[config.mk]
export PLATFORM = sky130hd
export DESIGN_NAME = gpio_spi_port
export DESIGN_NICKNAME = d
export VERILOG_FILES = /design/src/rtl/gpio_spi_pkg.sv /design/src/rtl/gpio_cfg_regs.sv /design/src/rtl/gpio_in_sync.sv /design/src/rtl/gpio_pin_ctl.sv /design/src/rtl/gpio_spi_port.sv
export SDC_FILE = /design/constraint.sdc
export NUM_CORES = 1
export LEC_CHECK = 0
export BUFFER_PORTS_ARGS = -buffer_cell sky130_fd_sc_hd__buf_4
export CAP_MARGIN = 20
export CELL_PAD_IN_SITES_DETAIL_PLACEMENT = 2
export CELL_PAD_IN_SITES_GLOBAL_PLACEMENT = 2
export CORE_MARGIN = 4
export CORE_UTILIZATION = 30
export CTS_BUF_LIST = sky130_fd_sc_hd__clkbuf_8
export CTS_CLUSTER_SIZE = 20
export DETAILED_ROUTE_END_ITERATION = 10
export PLACE_DENSITY = 0.77
export SLEW_MARGIN = 20
export SYNTH_ARGS = -nofsm -noshare
export SYNTH_HDL_FRONTEND = slang
export SYNTH_SLANG_ARGS = --single-unit
[constraint.sdc]
create_clock -name clk -period 1.3 [get_ports clk]
set_clock_uncertainty 0.05 [all_clocks]
set_input_delay 0.13 -clock clk [delete_from_list [all_inputs] [get_ports clk]]
set_output_delay 0.13 -clock clk [all_outputs]
set_load 0.005 [all_outputs]
[src/rtl/gpio_spi_pkg.sv]
package gpio_spi_pkg;

  typedef enum logic [1:0] {
    ROLE_SPI_ALWAYS,
    ROLE_SPI_SELECT,
    ROLE_SPI_VALUE_ONLY,
    ROLE_GPIO_ONLY
  } pin_role_e;

  // Field order matches the register bit positions, msb first.
  typedef struct packed {
    logic spi_sel;
    logic irq_en;
    logic irq_low;
    logic rsvd;
    logic hs;
    logic od;
    logic pu;
    logic oe;
  } pin_cfg_t;

  localparam logic [1:0] MODE_MASTER = 2'b01;
  localparam logic [1:0] MODE_SLAVE  = 2'b10;

  function automatic pin_role_e role_of(input int pin);
    case (pin)
      3:       return ROLE_SPI_ALWAYS;
      4:       return ROLE_SPI_VALUE_ONLY;
      5, 6:    return ROLE_SPI_SELECT;
      default: return ROLE_GPIO_ONLY;
    endcase
  endfunction

  function automatic logic [7:0] write_mask(input pin_role_e role);
    if (role == ROLE_SPI_SELECT || role == ROLE_SPI_VALUE_ONLY)
      return 8'hEF;
    return 8'h6F;
  endfunction

endpackage

[src/rtl/gpio_cfg_regs.sv]
module gpio_cfg_regs
  import gpio_spi_pkg::*;
#(
  parameter int         NPIN      = 5,
  parameter int         PIN_BASE  = 3,
  parameter logic [7:0] CFG_BASE  = 8'h10,
  parameter logic [7:0] DATA_ADDR = 8'h01
) (
  input  logic                 clk,
  input  logic                 rst_n,
  input  logic [7:0]           addr,
  input  logic [7:0]           wdata,
  input  logic                 we,
  output logic [7:0]           rdata,
  output pin_cfg_t [NPIN-1:0]  cfg_o,
  output logic [NPIN-1:0]      data_o
);

  localparam logic [7:0] DATA_MASK = 8'(((1 << NPIN) - 1) << PIN_BASE);

  logic [7:0] data_q;

  always_ff @(posedge clk or negedge rst_n) begin
    if (!rst_n)
      data_q <= '0;
    else if (we && addr == DATA_ADDR)
      data_q <= wdata & DATA_MASK;
  end

  for (genvar i = 0; i < NPIN; i++) begin : g_cfg
    localparam pin_role_e  ROLE = role_of(PIN_BASE + i);
    localparam logic [7:0] MASK = write_mask(ROLE);
    localparam logic [7:0] ADDR = CFG_BASE + 8'(i);
    logic [7:0] cfg_q;

    always_ff @(posedge clk or negedge rst_n) begin
      if (!rst_n)
        cfg_q <= '0;
      else if (we && addr == ADDR)
        cfg_q <= wdata & MASK;
    end

    assign cfg_o[i]  = pin_cfg_t'(cfg_q);
    assign data_o[i] = data_q[PIN_BASE + i];
  end

  always_comb begin
    rdata = '0;
    if (addr == DATA_ADDR)
      rdata = data_q;
    for (int i = 0; i < NPIN; i++) begin
      if (addr == CFG_BASE + 8'(i))
        rdata = 8'(cfg_o[i]);
    end
  end

endmodule

[src/rtl/gpio_in_sync.sv]
module gpio_in_sync #(
  parameter int NPIN   = 5,
  parameter int STAGES = 2
) (
  input  logic            clk,
  input  logic            rst_n,
  input  logic [NPIN-1:0] din,
  output logic [NPIN-1:0] dout
);

  logic [STAGES-1:0][NPIN-1:0] chain_q;

  for (genvar s = 0; s < STAGES; s++) begin : g_stage
    always_ff @(posedge clk or negedge rst_n) begin
      if (!rst_n)
        chain_q[s] <= '0;
      else if (s == 0)
        chain_q[s] <= din;
      else
        chain_q[s] <= chain_q[(s == 0) ? 0 : s - 1];
    end
  end

  assign dout = chain_q[STAGES-1];

endmodule

[src/rtl/gpio_pin_ctl.sv]
module gpio_pin_ctl
  import gpio_spi_pkg::*;
#(
  parameter pin_role_e ROLE  = ROLE_GPIO_ONLY,
  parameter bit        HS_EN = 1'b1
) (
  input  pin_cfg_t   cfg,
  input  logic       data_bit,
  input  logic       spi_en,
  input  logic [1:0] spi_mode,
  input  logic       spi_out_bit,
  input  logic       spi_oe_bit,
  input  logic       sync_bit,
  output logic       pad_out,
  output logic       pad_oe,
  output logic       pad_od,
  output logic       pad_pu,
  output logic       pad_hs,
  output logic       irq
);

  logic owned;
  logic auto_dir;
  logic val;
  logic dir;

  if (ROLE == ROLE_SPI_ALWAYS) begin : g_always
    assign owned    = spi_en;
    assign auto_dir = owned && (spi_mode == MODE_MASTER || spi_mode == MODE_SLAVE);
    logic unused_always;
    assign unused_always = ^{cfg.spi_sel, cfg.rsvd};
  end else if (ROLE == ROLE_SPI_SELECT) begin : g_select
    assign owned    = spi_en && cfg.spi_sel;
    assign auto_dir = owned && (spi_mode == MODE_MASTER || spi_mode == MODE_SLAVE);
    logic unused_select;
    assign unused_select = cfg.rsvd;
  end else if (ROLE == ROLE_SPI_VALUE_ONLY) begin : g_value
    assign owned    = spi_en && cfg.spi_sel;
    assign auto_dir = 1'b0;
    logic unused_value;
    assign unused_value = ^{spi_mode, spi_oe_bit, cfg.rsvd};
  end else begin : g_gpio
    assign owned    = 1'b0;
    assign auto_dir = 1'b0;
    logic unused_gpio;
    assign unused_gpio = ^{spi_en, spi_mode, spi_out_bit, spi_oe_bit, cfg.spi_sel, cfg.rsvd};
  end

  assign val = owned    ? spi_out_bit : data_bit;
  assign dir = auto_dir ? spi_oe_bit  : cfg.oe;

  always_comb begin
    if (cfg.od) begin
      pad_out = 1'b0;
      pad_oe  = dir && !val;
    end else begin
      pad_out = val;
      pad_oe  = dir;
    end
  end

  assign pad_od = cfg.od;
  assign pad_pu = cfg.pu;

  if (HS_EN) begin : g_hs_on
    assign pad_hs = cfg.hs;
  end else begin : g_hs_off
    assign pad_hs = 1'b0;
  end

  assign irq = cfg.irq_en && (sync_bit != cfg.irq_low);

endmodule

[src/rtl/gpio_spi_port.sv]
module gpio_spi_port
  import gpio_spi_pkg::*;
#(
  parameter int         NPIN        = 5,
  parameter int         PIN_BASE    = 3,
  parameter logic [7:0] CFG_BASE    = 8'h10,
  parameter logic [7:0] DATA_ADDR   = 8'h01,
  parameter int         SYNC_STAGES = 2,
  parameter bit         HS_EN       = 1'b1
) (
  input  logic            clk,
  input  logic            rst_n,
  input  logic [7:0]      bus_addr,
  input  logic [7:0]      bus_wdata,
  input  logic            bus_we,
  output logic [7:0]      bus_rdata,
  input  logic            spi_en,
  input  logic [1:0]      spi_mode,
  input  logic [NPIN-1:0] spi_out,
  input  logic [NPIN-1:0] spi_oe,
  input  logic [NPIN-1:0] pin_in,
  output logic [NPIN-1:0] pad_out,
  output logic [NPIN-1:0] pad_oe,
  output logic [NPIN-1:0] pad_od,
  output logic [NPIN-1:0] pad_pu,
  output logic [NPIN-1:0] pad_hs,
  output logic [NPIN-1:0] pin_sync_o,
  output logic [NPIN-1:0] pin_irq
);

  pin_cfg_t [NPIN-1:0] cfg;
  logic     [NPIN-1:0] data_bits;
  logic     [NPIN-1:0] sync_bits;

  gpio_cfg_regs #(
    .NPIN      (NPIN),
    .PIN_BASE  (PIN_BASE),
    .CFG_BASE  (CFG_BASE),
    .DATA_ADDR (DATA_ADDR)
  ) u_regs (
    .clk    (clk),
    .rst_n  (rst_n),
    .addr   (bus_addr),
    .wdata  (bus_wdata),
    .we     (bus_we),
    .rdata  (bus_rdata),
    .cfg_o  (cfg),
    .data_o (data_bits)
  );

  gpio_in_sync #(
    .NPIN   (NPIN),
    .STAGES (SYNC_STAGES)
  ) u_sync (
    .clk   (clk),
    .rst_n (rst_n),
    .din   (pin_in),
    .dout  (sync_bits)
  );

  assign pin_sync_o = sync_bits;

  for (genvar i = 0; i < NPIN; i++) begin : g_pin
    localparam pin_role_e ROLE = role_of(PIN_BASE + i);
    gpio_pin_ctl #(
      .ROLE  (ROLE),
      .HS_EN (HS_EN)
    ) u_pin (
      .cfg         (cfg[i]),
      .data_bit    (data_bits[i]),
      .spi_en      (spi_en),
      .spi_mode    (spi_mode),
      .spi_out_bit (spi_out[i]),
      .spi_oe_bit  (spi_oe[i]),
      .sync_bit    (sync_bits[i]),
      .pad_out     (pad_out[i]),
      .pad_oe      (pad_oe[i]),
      .pad_od      (pad_od[i]),
      .pad_pu      (pad_pu[i]),
      .pad_hs      (pad_hs[i]),
      .irq         (pin_irq[i])
    );
  end

endmodule

==> impl_metrics.ini, run 1 <==
[clock_network]
clkSinkCount = 48
clk_pin_slew_worst_paths_ps = 90
clock_tree.buffer_depth = 2
cts_root_buffer = clkbuf_8
cts_tree = yes
insertion_delay_ps = 300
cts_buffers = 5
h-tree-depth = 2

[power_and_ir_drop]
p_total_uw = 3210
power.density_nw_per_um2 = 820
vdd_drop_max_uv = 431
p_leak_uw = 0.00195

[synth]
ys_seq_area_share_pct = 44.5
synth_cell_types = 38
synth_edf_count = 0
avgSynthCellArea_um2 = 11.3
yosys.area.top_type = dfrtp_1
syn_nets = 276
synth_cells = 239
synth.most_common_cell = dfrtp_1
synth_top_area_share_pct = 44.5
yosys_warnings = 0
synthFlopType = dfrtp_1
synthTopCellsByArea = dfrtp_1 45%, mux2_2 19%, buf_4 10%
synth_seq_cells = 48
netlist_area_um2 = 2700
async_flop_share_pct = 100
synthTopCellsByCount = 48 x dfrtp_1, 45 x mux2_2, 36 x buf_4

[floorplanning]
coreArea_um2 = 8720
ios = 80
fp-row-count = 34
die_x_um = 103
die_h_um = 103
dieArea_um2 = 10600
start_util_pct = 30.9

[timing]
fin_ws_ps = -506
slew_headroom_pct = 56.1
finalHoldViolCount = 0
fmax_ghz = 0.554
final_max_slew_viol_count = 0
worst_pin_slew_ps = 658
rsz0062_at_grt = true
fin_crit_sh_pct = 139
min_period_ps = 1810
fin_tns_setup_ps = -14840
setup_violations = 59

[layout]
antennaDiodeCount = 0
syn2layout_area_growth_pct = 44.9
final_nets = 371
final_cells = 443
final_core_util_pct = 44.8
drive_gt1_share_pct = 63.9
stdcell_area_um2 = 3910

[worst_setup_path]
worstRegToRegCells = 4
r2r-end = u_regs.g_cfg[3].cfg_q[5]
worstPathMaxFanout = 4
critPathLaunchType = input pin
critPathMaxStageDelay_ps = 590
crit_path_end_kind = output pin
path_cells = buf_6 -> or4_4 -> nor3_4 -> buf_6 -> o221ai_1 -> o21ai_1 -> buf_4
crit_type = input pin to output pin
arrival_ps = 1630
critical_path_required_ps = 1120
timing.rr.start = u_regs.g_cfg[3].cfg_q[5]
slowest_stage = or4_4
crit_top_cell = buf_6
r2r_slack_ps = 120

[placement]
place_area_um2 = 3410
io_buffer_count = 76
dp_cells = 421
gp_congestion = 0.822
dp_hpwl_mm = 6.94

[detailed_routing]
drt-total-wl_mm = 9.79
dr.pass1.iters = 4
ant_nets = 0
dr_total_vias = 2215
avgViaCountPerCell = 5.00
drt-initial-drc-count = 57
wl_per_cell_um = 22.1
drc = 0

[global_route]
grt.total_usage_pct = 18.4
grt_pass1_vias = 2414
grt_start_max_net_pins = 49
antenna_found_initial = 0
grt_pass1_wl_mm = 14.4
gr-total-overflow = 0

[run_status]
status = finished, violations left
violations = negative setup slack

[min_path]
whs_path_depth = 2
min_path_type = input pin to flip-flop
worstHoldEndpoint = u_regs.data_q[4]
min-delay-start = bus_wdata[4]

[run]
maxCapViolations = 0
[layout make-up]
class / instances / area [um^2]
flip-flops and latches: 48 / 1200
clock buffers: 6 / 82.6
clock inverters: 2 / 11.3
repair buffers: 131 / 1070
inverters: 2 / 7.51
fillers: 917 / 4810
multi-input cells: 146 / 1400
well taps: 108 / 135
[flip-flops by register name, summed over array words and instances (netlist names)]
register / cells
u_regs.data_q: 5
u_sync.dout: 5
u_regs.g_cfg.cfg_q: 33
u_sync.chain_q: 5
[worst max-delay path by stage]
stage | start | end | slack [ps] | depth (start not counted)
global route | bus_addr[5] | bus_rdata[0] | -560 | 7
finish | bus_addr[5] | bus_rdata[0] | -510 | 7
floorplan | bus_addr[5] | u_regs.g_cfg[3].cfg_q[0] | -440 | 5
CTS | bus_addr[6] | bus_rdata[0] | -490 | 8
detailed placement | bus_addr[5] | u_regs.g_cfg[0].cfg_q[6] | -610 | 5
global placement | bus_addr[5] | u_regs.g_cfg[3].cfg_q[7] | -540 | 5
[per-stage QoR]
step           setup WS (ps)  hold slack, ps
2_1_floorplan           -441            -216
3_3_place_gp            -537             142
3_5_place_dp            -606             153
4_1_cts                 -486            2.55
5_1_grt                 -557            11.6
6_report                -506            9.01
[report_power, final]
group | internal (uW) | switching (uW) | leakage (uW)
clock | 426 | 529 | 0.0000486
sequential | 1560 | 63.8 | 0.000639
combinational | 344 | 278 | 0.00126
total | 2330 | 871 | 0.00195
[per-layer routing]
| layer | routed length (um) | GRT usage (%) |
|---|---|---|
| met1 | 4130 | 24.0 |
| met5 | 0 | 0 |
| met2 | 4970 | 31.4 |
| met4 | 223 | 5.18 |
| met3 | 465 | 3.25 |
[cells in the final DEF, fill, tap and decap left out, types with 3 or more instances in the layout]
master / Yosys / routed
dfrtp_1: 48 / 47
and2_1: 5 / 4
nand2_2: 1 / 4
nor2_1: 8 / 7
mux2_2: 45 / 27
dlygate4sd3_1: 0 / 6
xor2_1: 6 / 5
buf_4: 36 / 107
nor2b_4: 0 / 3
nor4_1: 4 / 3
mux2_4: 0 / 18
o21ai_2: 0 / 3
buf_6: 1 / 18
mux2i_1: 8 / 7
nand2_1: 12 / 7
nor3_4: 2 / 3
a21oi_1: 9 / 6
nand3_2: 0 / 3
nand3b_1: 3 / 3
a21oi_2: 0 / 3
clkbuf_8: 0 / 6
inv_1: 2 / 3
nor2b_1: 7 / 4
[kinds of logic after synthesis]
group / synth area share [%]
DFF: 44.5
muxes: 21.8
and+or+nand+nor: 13.5
AOI/OAI and AO/OA: 6.63
xor gates and xnor gates: 1.95
buffers and inverters: 11.6
[critical path, delay by kind of cell]
| kind | cells | cell delay [ps] |
|---|---|---|
| AO/OA/AOI/OAI | 2 | 310 |
| buffers and inverters | 3 | 380 |
| AND/OR/NAND/NOR | 2 | 810 |
[timing repair]
action	4_1_cts	5_1_grt
resized for setup	42	32
setup buffers	4	6
endpoints found under the setup margin	59	60
pin swaps	17	7
hold endpoints to repair	53	0
hold buffers	6	0
Power figures use the tool's default switching activity.
==> run 2: changes to the inputs <==
- BUFFER_PORTS_ARGS: -buffer_cell sky130_fd_sc_hd__buf_4 -> -buffer_cell sky130_fd_sc_hd__clkbuf_2
==> run 2 against run 1 <==
Effect of this change: the run still ends with negative setup slack left; combinational power down 12%; clock power down 7.5%; register-to-register slack better by 190 ps; first-iteration DRC count down 26%; routed wire length down 6.2%; sequential power about the same; maximum frequency about the same; hold slack better by 7.1 ps.
==> impl_metrics.ini, run 2 (same netlist as run 1, synthesis figures left out) <==
[detailed_routing]
dr.pass1.iters = 4
wl_per_cell_um = 21.1
drt-initial-drc-count = 42
ant_nets = 0
drc = 0
drt-total-wl_mm = 9.18
dr_total_vias = 2178
avgViaCountPerCell = 5.01

[layout]
syn2layout_area_growth_pct = 36.9
final_nets = 364
num-fill-cells = 912
layout_commonest_cell = clkbuf_2
final_core_util_pct = 42.3
final_cell_mix = 67 x clkbuf_2, 47 x dfrtp_1, 28 x buf_4, 27 x mux2_2, 18 x mux2_4
top_register = u_regs.g_cfg.cfg_q
multi_input_area_um2 = 1430
antennaDiodeCount = 0
drive_gt1_share_pct = 64.8
area.sequential_um2 = 1200
final_cells = 435
largest_reg_flops = 33

[placement]
dp_hpwl_mm = 6.37
io_buffer_count = 76
dp_cells = 416
gp_congestion = 0.860

[floorplanning]
dieArea_um2 = 10600
die_h_um = 103
coreArea_um2 = 8720
die_x_um = 103
ios = 80
start_util_pct = 30.9
fp-row-count = 34

[clock_network]
cts_tree = yes
h-tree-depth = 2
clk_pin_slew_worst_paths_ps = 90
clock_tree.buffer_depth = 2
clkSinkCount = 48
cts_buffers = 5
insertion_delay_ps = 300
cts_root_buffer = clkbuf_8

[timing]
slew_headroom_pct = 65.5
fmax_ghz = 0.554
final_max_slew_viol_count = 0
setup_violations = 58
fin_crit_sh_pct = 139
rsz0062_at_grt = true
worst_pin_slew_ps = 512
min_period_ps = 1800
finalHoldViolCount = 0
fin_ws_ps = -504
hold_ws_ps = 16.1

[min_path]
min_path_type = input pin to flip-flop

[run]
maxCapViolations = 0

[worst_setup_path]
r2r_slack_ps = 310
crit_type = input pin to output pin
arrival_ps = 1620
critical_path_required_ps = 1120
worstPathMaxFanout = 4
crit_path_end_kind = output pin
critPathLaunchType = input pin

[global_route]
grt_pass1_vias = 2403
gr-total-overflow = 0
grt_pass1_wl_mm = 13.8
antenna_found_initial = 0
grt_start_max_net_pins = 49
grt.total_usage_pct = 17.3

[run_status]
violations = negative setup slack
status = finished, violations left

[power_and_ir_drop]
vdd_drop_max_uv = 466
power.density_nw_per_um2 = 828
p_leak_uw = 0.00184
[run 2: cell types whose count changed in the layout (fill, tap and decap cells not counted), moves of 2 or more]
cell      before  now
buf_2          0    8
buf_4        107   28
nor2_4         0    2
o21ai_1        2    0
buf_6         18   13
buf_12         0    2
clkbuf_2       0   67
nand2_2        4    6
[run 2: cell type report]
cell class / instances / area share (%)
Inverter: 2 / 0.203
Clock buffer: 5 / 1.86
Multi-Input combinational cell: 146 / 38.8
Clock inverter: 2 / 0.339
Timing Repair Buffer: 124 / 22.5
Tap cell: 108 / 3.66
Sequential cell: 48 / 32.6
[run 2: power breakdown]
group	internal [uW]	total, uW	switching, uW
registers	1560	1630	61.9
logic	277	546	269
clock network	366	883	518
total	2210	3060	849
[run 2: stage by stage]
| stage | power [uW] | TNS, ps | instance area [um^2] | setup WS, ps |
|---|---|---|---|---|
| final | 3060 | -14570 | 3690 | -504 |
| after detailed placement | 2110 | -23150 | 3200 | -583 |
| after global routing | 3200 | -17180 | 3690 | -562 |
| after CTS | 3040 | -14060 | 3560 | -517 |
| after floorplan | 1880 | -12200 | 2710 | -441 |
| after global placement | 2080 | -21040 | 3200 | -538 |
[run 2: routing by layer]
layer	track usage (%)	up-vias	wire length, um
li1	-	985	-
met1	24.0	1141	4110
met2	29.0	50	4720
met3	2.44	2	334
met4	3.19	0	22
met5	0	-	0
[run 2: repair_timing]
item                                   in CTS  in global routing
setup endpoints to repair                  59                 60
gates resized for setup                    42                 42
setup buffers                               7                  3
pin swaps                                  16                  7
endpoints found under the hold margin      53                  0
hold buffers                                6                  0
cloned                                      0                  0
[run 2: final timing paths]
kind | from | to | cells past startpoint
max in group asynchronous | rst_n | u_regs.g_cfg[0].cfg_q[3] | 3
setup reg to reg | u_regs.g_cfg[3].cfg_q[2] | u_regs.g_cfg[3].cfg_q[2] | 2
hold / removal | bus_wdata[4] | u_regs.data_q[4] | 2
setup / recovery | bus_addr[5] | bus_rdata[1] | 8
min in group asynchronous | rst_n | u_regs.g_cfg[2].cfg_q[0] | 3
hold reg to reg | u_sync.chain_q[1] | u_sync.dout[1] | 0
[run 2: critical path, stage by stage]
cell and delay, ps:
buf_6 90, or4_4 590, buf_6 160, nor3_4 230, buf_6 160, nand2_2 60, o21ai_2 70, buf_2 130
==> run 3: changes to the inputs <==
- PLACE_DENSITY: 0.77 -> 0.8
==> run 3 against run 2 <==
Effect of this change: the run still ends with negative setup slack left; sequential cell count did not move; maximum frequency decreased by 0.17%; final cell count grew 2.1%; first-iteration DRC count up 43%; clock power increased by 10%; combinational power grew 4.2%; power increased by 3.8%; cell area up 1.4%; sequential share of layout area down 0.44 points; count of clock-buffer cells in the layout rose by 1.
==> impl_metrics.ini, run 3 (same netlist as run 1, synthesis figures left out) <==
[run_status]
status = finished, violations left
violations = negative setup slack

[run]
maxCapViolations = 0

[min_path]
min-delay-start = bus_wdata[4]
min_path_type = input pin to flip-flop
whs_path_depth = 2
worstHoldEndpoint = u_regs.data_q[4]

[floorplanning]
die_x_um = 103
ios = 80
start_util_pct = 30.9
fp-row-count = 34
dieArea_um2 = 10600
die_h_um = 103
coreArea_um2 = 8720

[layout]
top_register = u_regs.g_cfg.cfg_q
drive_gt1_share_pct = 64.3
final_cell_mix = 67 x clkbuf_2, 47 x dfrtp_1, 36 x buf_4, 28 x mux2_2, 17 x mux2_4
layout_commonest_cell = clkbuf_2
antennaDiodeCount = 0
final_nets = 372
syn2layout_area_growth_pct = 38.7
largest_reg_flops = 33
final_cells = 444
stdcell_area_um2 = 3740
num-fill-cells = 912

[timing]
final_max_slew_viol_count = 0
fin_crit_sh_pct = 139
min_period_ps = 1810
worst_pin_slew_ps = 457
rsz0062_at_grt = true
setup_violations = 59
finalHoldViolCount = 0
fin_ws_ps = -507
hold_ws_ps = 12.4
slew_headroom_pct = 69.2
fmax_ghz = 0.553
fin_tns_setup_ps = -16410

[clock_network]
clkSinkCount = 48
insertion_delay_ps = 300
cts_buffers = 5
cts_tree = yes
h-tree-depth = 2
clock_tree.buffer_depth = 2
cts_root_buffer = clkbuf_8
clk_pin_slew_worst_paths_ps = 100

[detailed_routing]
top_layer = met4
dr.pass1.iters = 4
drt-total-wl_mm = 10.5
met3RoutedLength_um = 450
wl_met2_mm = 5.69
drc = 0
drt-initial-drc-count = 60
wl_met1_mm = 4.00
dr_total_vias = 2290
wl_per_cell_um = 23.5
ant_nets = 0
avgViaCountPerCell = 5.16

[worst_setup_path]
crit_path_end_kind = output pin
critPathLaunchType = input pin
r2r-end = u_regs.data_q[6]
worstPathMaxFanout = 3
arrival_ps = 1630
crit_type = input pin to output pin
r2r_slack_ps = 210
critical_path_required_ps = 1120
worstRegToRegCells = 3
timing.rr.start = u_regs.data_q[6]

[power_and_ir_drop]
vdd_drop_max_uv = 399
power.density_nw_per_um2 = 848
p_total_uw = 3170
p_leak_uw = 0.00191

[global_route]
grt.total_usage_pct = 19.9
grt_start_max_net_pins = 49
gr-total-overflow = 0
antenna_found_initial = 0
grt_pass1_wl_mm = 15.5
grt_pass1_vias = 2663

[placement]
dp_cells = 418
dp_hpwl_mm = 6.71
io_buffer_count = 76
place_area_um2 = 3210
gp_congestion = 0.828
-- run 3: cell types whose count changed in the layout (fill, tap and decap cells not counted), moves of 2 or more --
| cell | change |
|---|---|
| mux2i_2 | -2 |
| mux2i_1 | +2 |
| o221ai_2 | -2 |
| nand2_4 | +2 |
| o221ai_1 | +2 |
| buf_6 | +2 |
| o21ai_1 | +2 |
| buf_4 | +8 |
-- run 3: per-stage QoR --
stage                     util [%]  setup WS, ps
final                         42.9          -507
after global routing          42.9          -572
after CTS                     41.4          -530
after detailed placement      36.8          -605
after global placement        36.8          -539
after floorplan                  -          -441
-- run 3: where the power goes --
group / internal [uW] / total [uW] / switching, uW
Combinational: 283 / 569 / 286
Clock: 426 / 972 / 546
Sequential: 1560 / 1630 / 66.9
-- run 3: cell type report --
cell class	instances	area [um^2]	share of cell area, %
clock buffer	6	82.6	2.21
multi-input combinational	146	1410	37.8
tap	108	135	3.61
sequential	48	1200	32.1
inverter	2	7.51	0.201
clock inverter	2	11.3	0.301
timing repair buffer	132	890	23.8
-- run 3: routing by layer --
layer	GRT usage, %	up-vias
li1	-	1000
met1	22.3	1190
met2	37.1	80
met3	3.32	20
met4	8.27	0
met5	0	-
-- run 3: how the worst max path moves through the flow --
stage                           start  slack, ps  depth (start not counted)                       end
final                     bus_addr[6]       -510                          7              bus_rdata[5]
after global routing      bus_addr[6]       -570                          8              bus_rdata[6]
after CTS                 bus_addr[6]       -530                          7              bus_rdata[5]
after detailed placement  bus_addr[5]       -610                          5  u_regs.g_cfg[1].cfg_q[5]
after global placement    bus_addr[5]       -540                          6  u_regs.g_cfg[2].cfg_q[7]
after floorplan           bus_addr[5]       -440                          5  u_regs.g_cfg[3].cfg_q[0]
-- run 3: critical path, stage by stage --
cell,delay (ps)
buf_6,90
or4_4,580
buf_6,160
nor3_4,220
buf_6,150
a221o_1,170
clkbuf_2,120
-- run 3: timing repair --
item / in CTS / in global routing
gates resized for setup: 49 / 31
setup buffers: 9 / 5
pin swaps: 17 / 6
hold buffers: 6 / 0
endpoints found under the hold margin: 53 / 0
endpoints found under the setup margin: 59 / 61
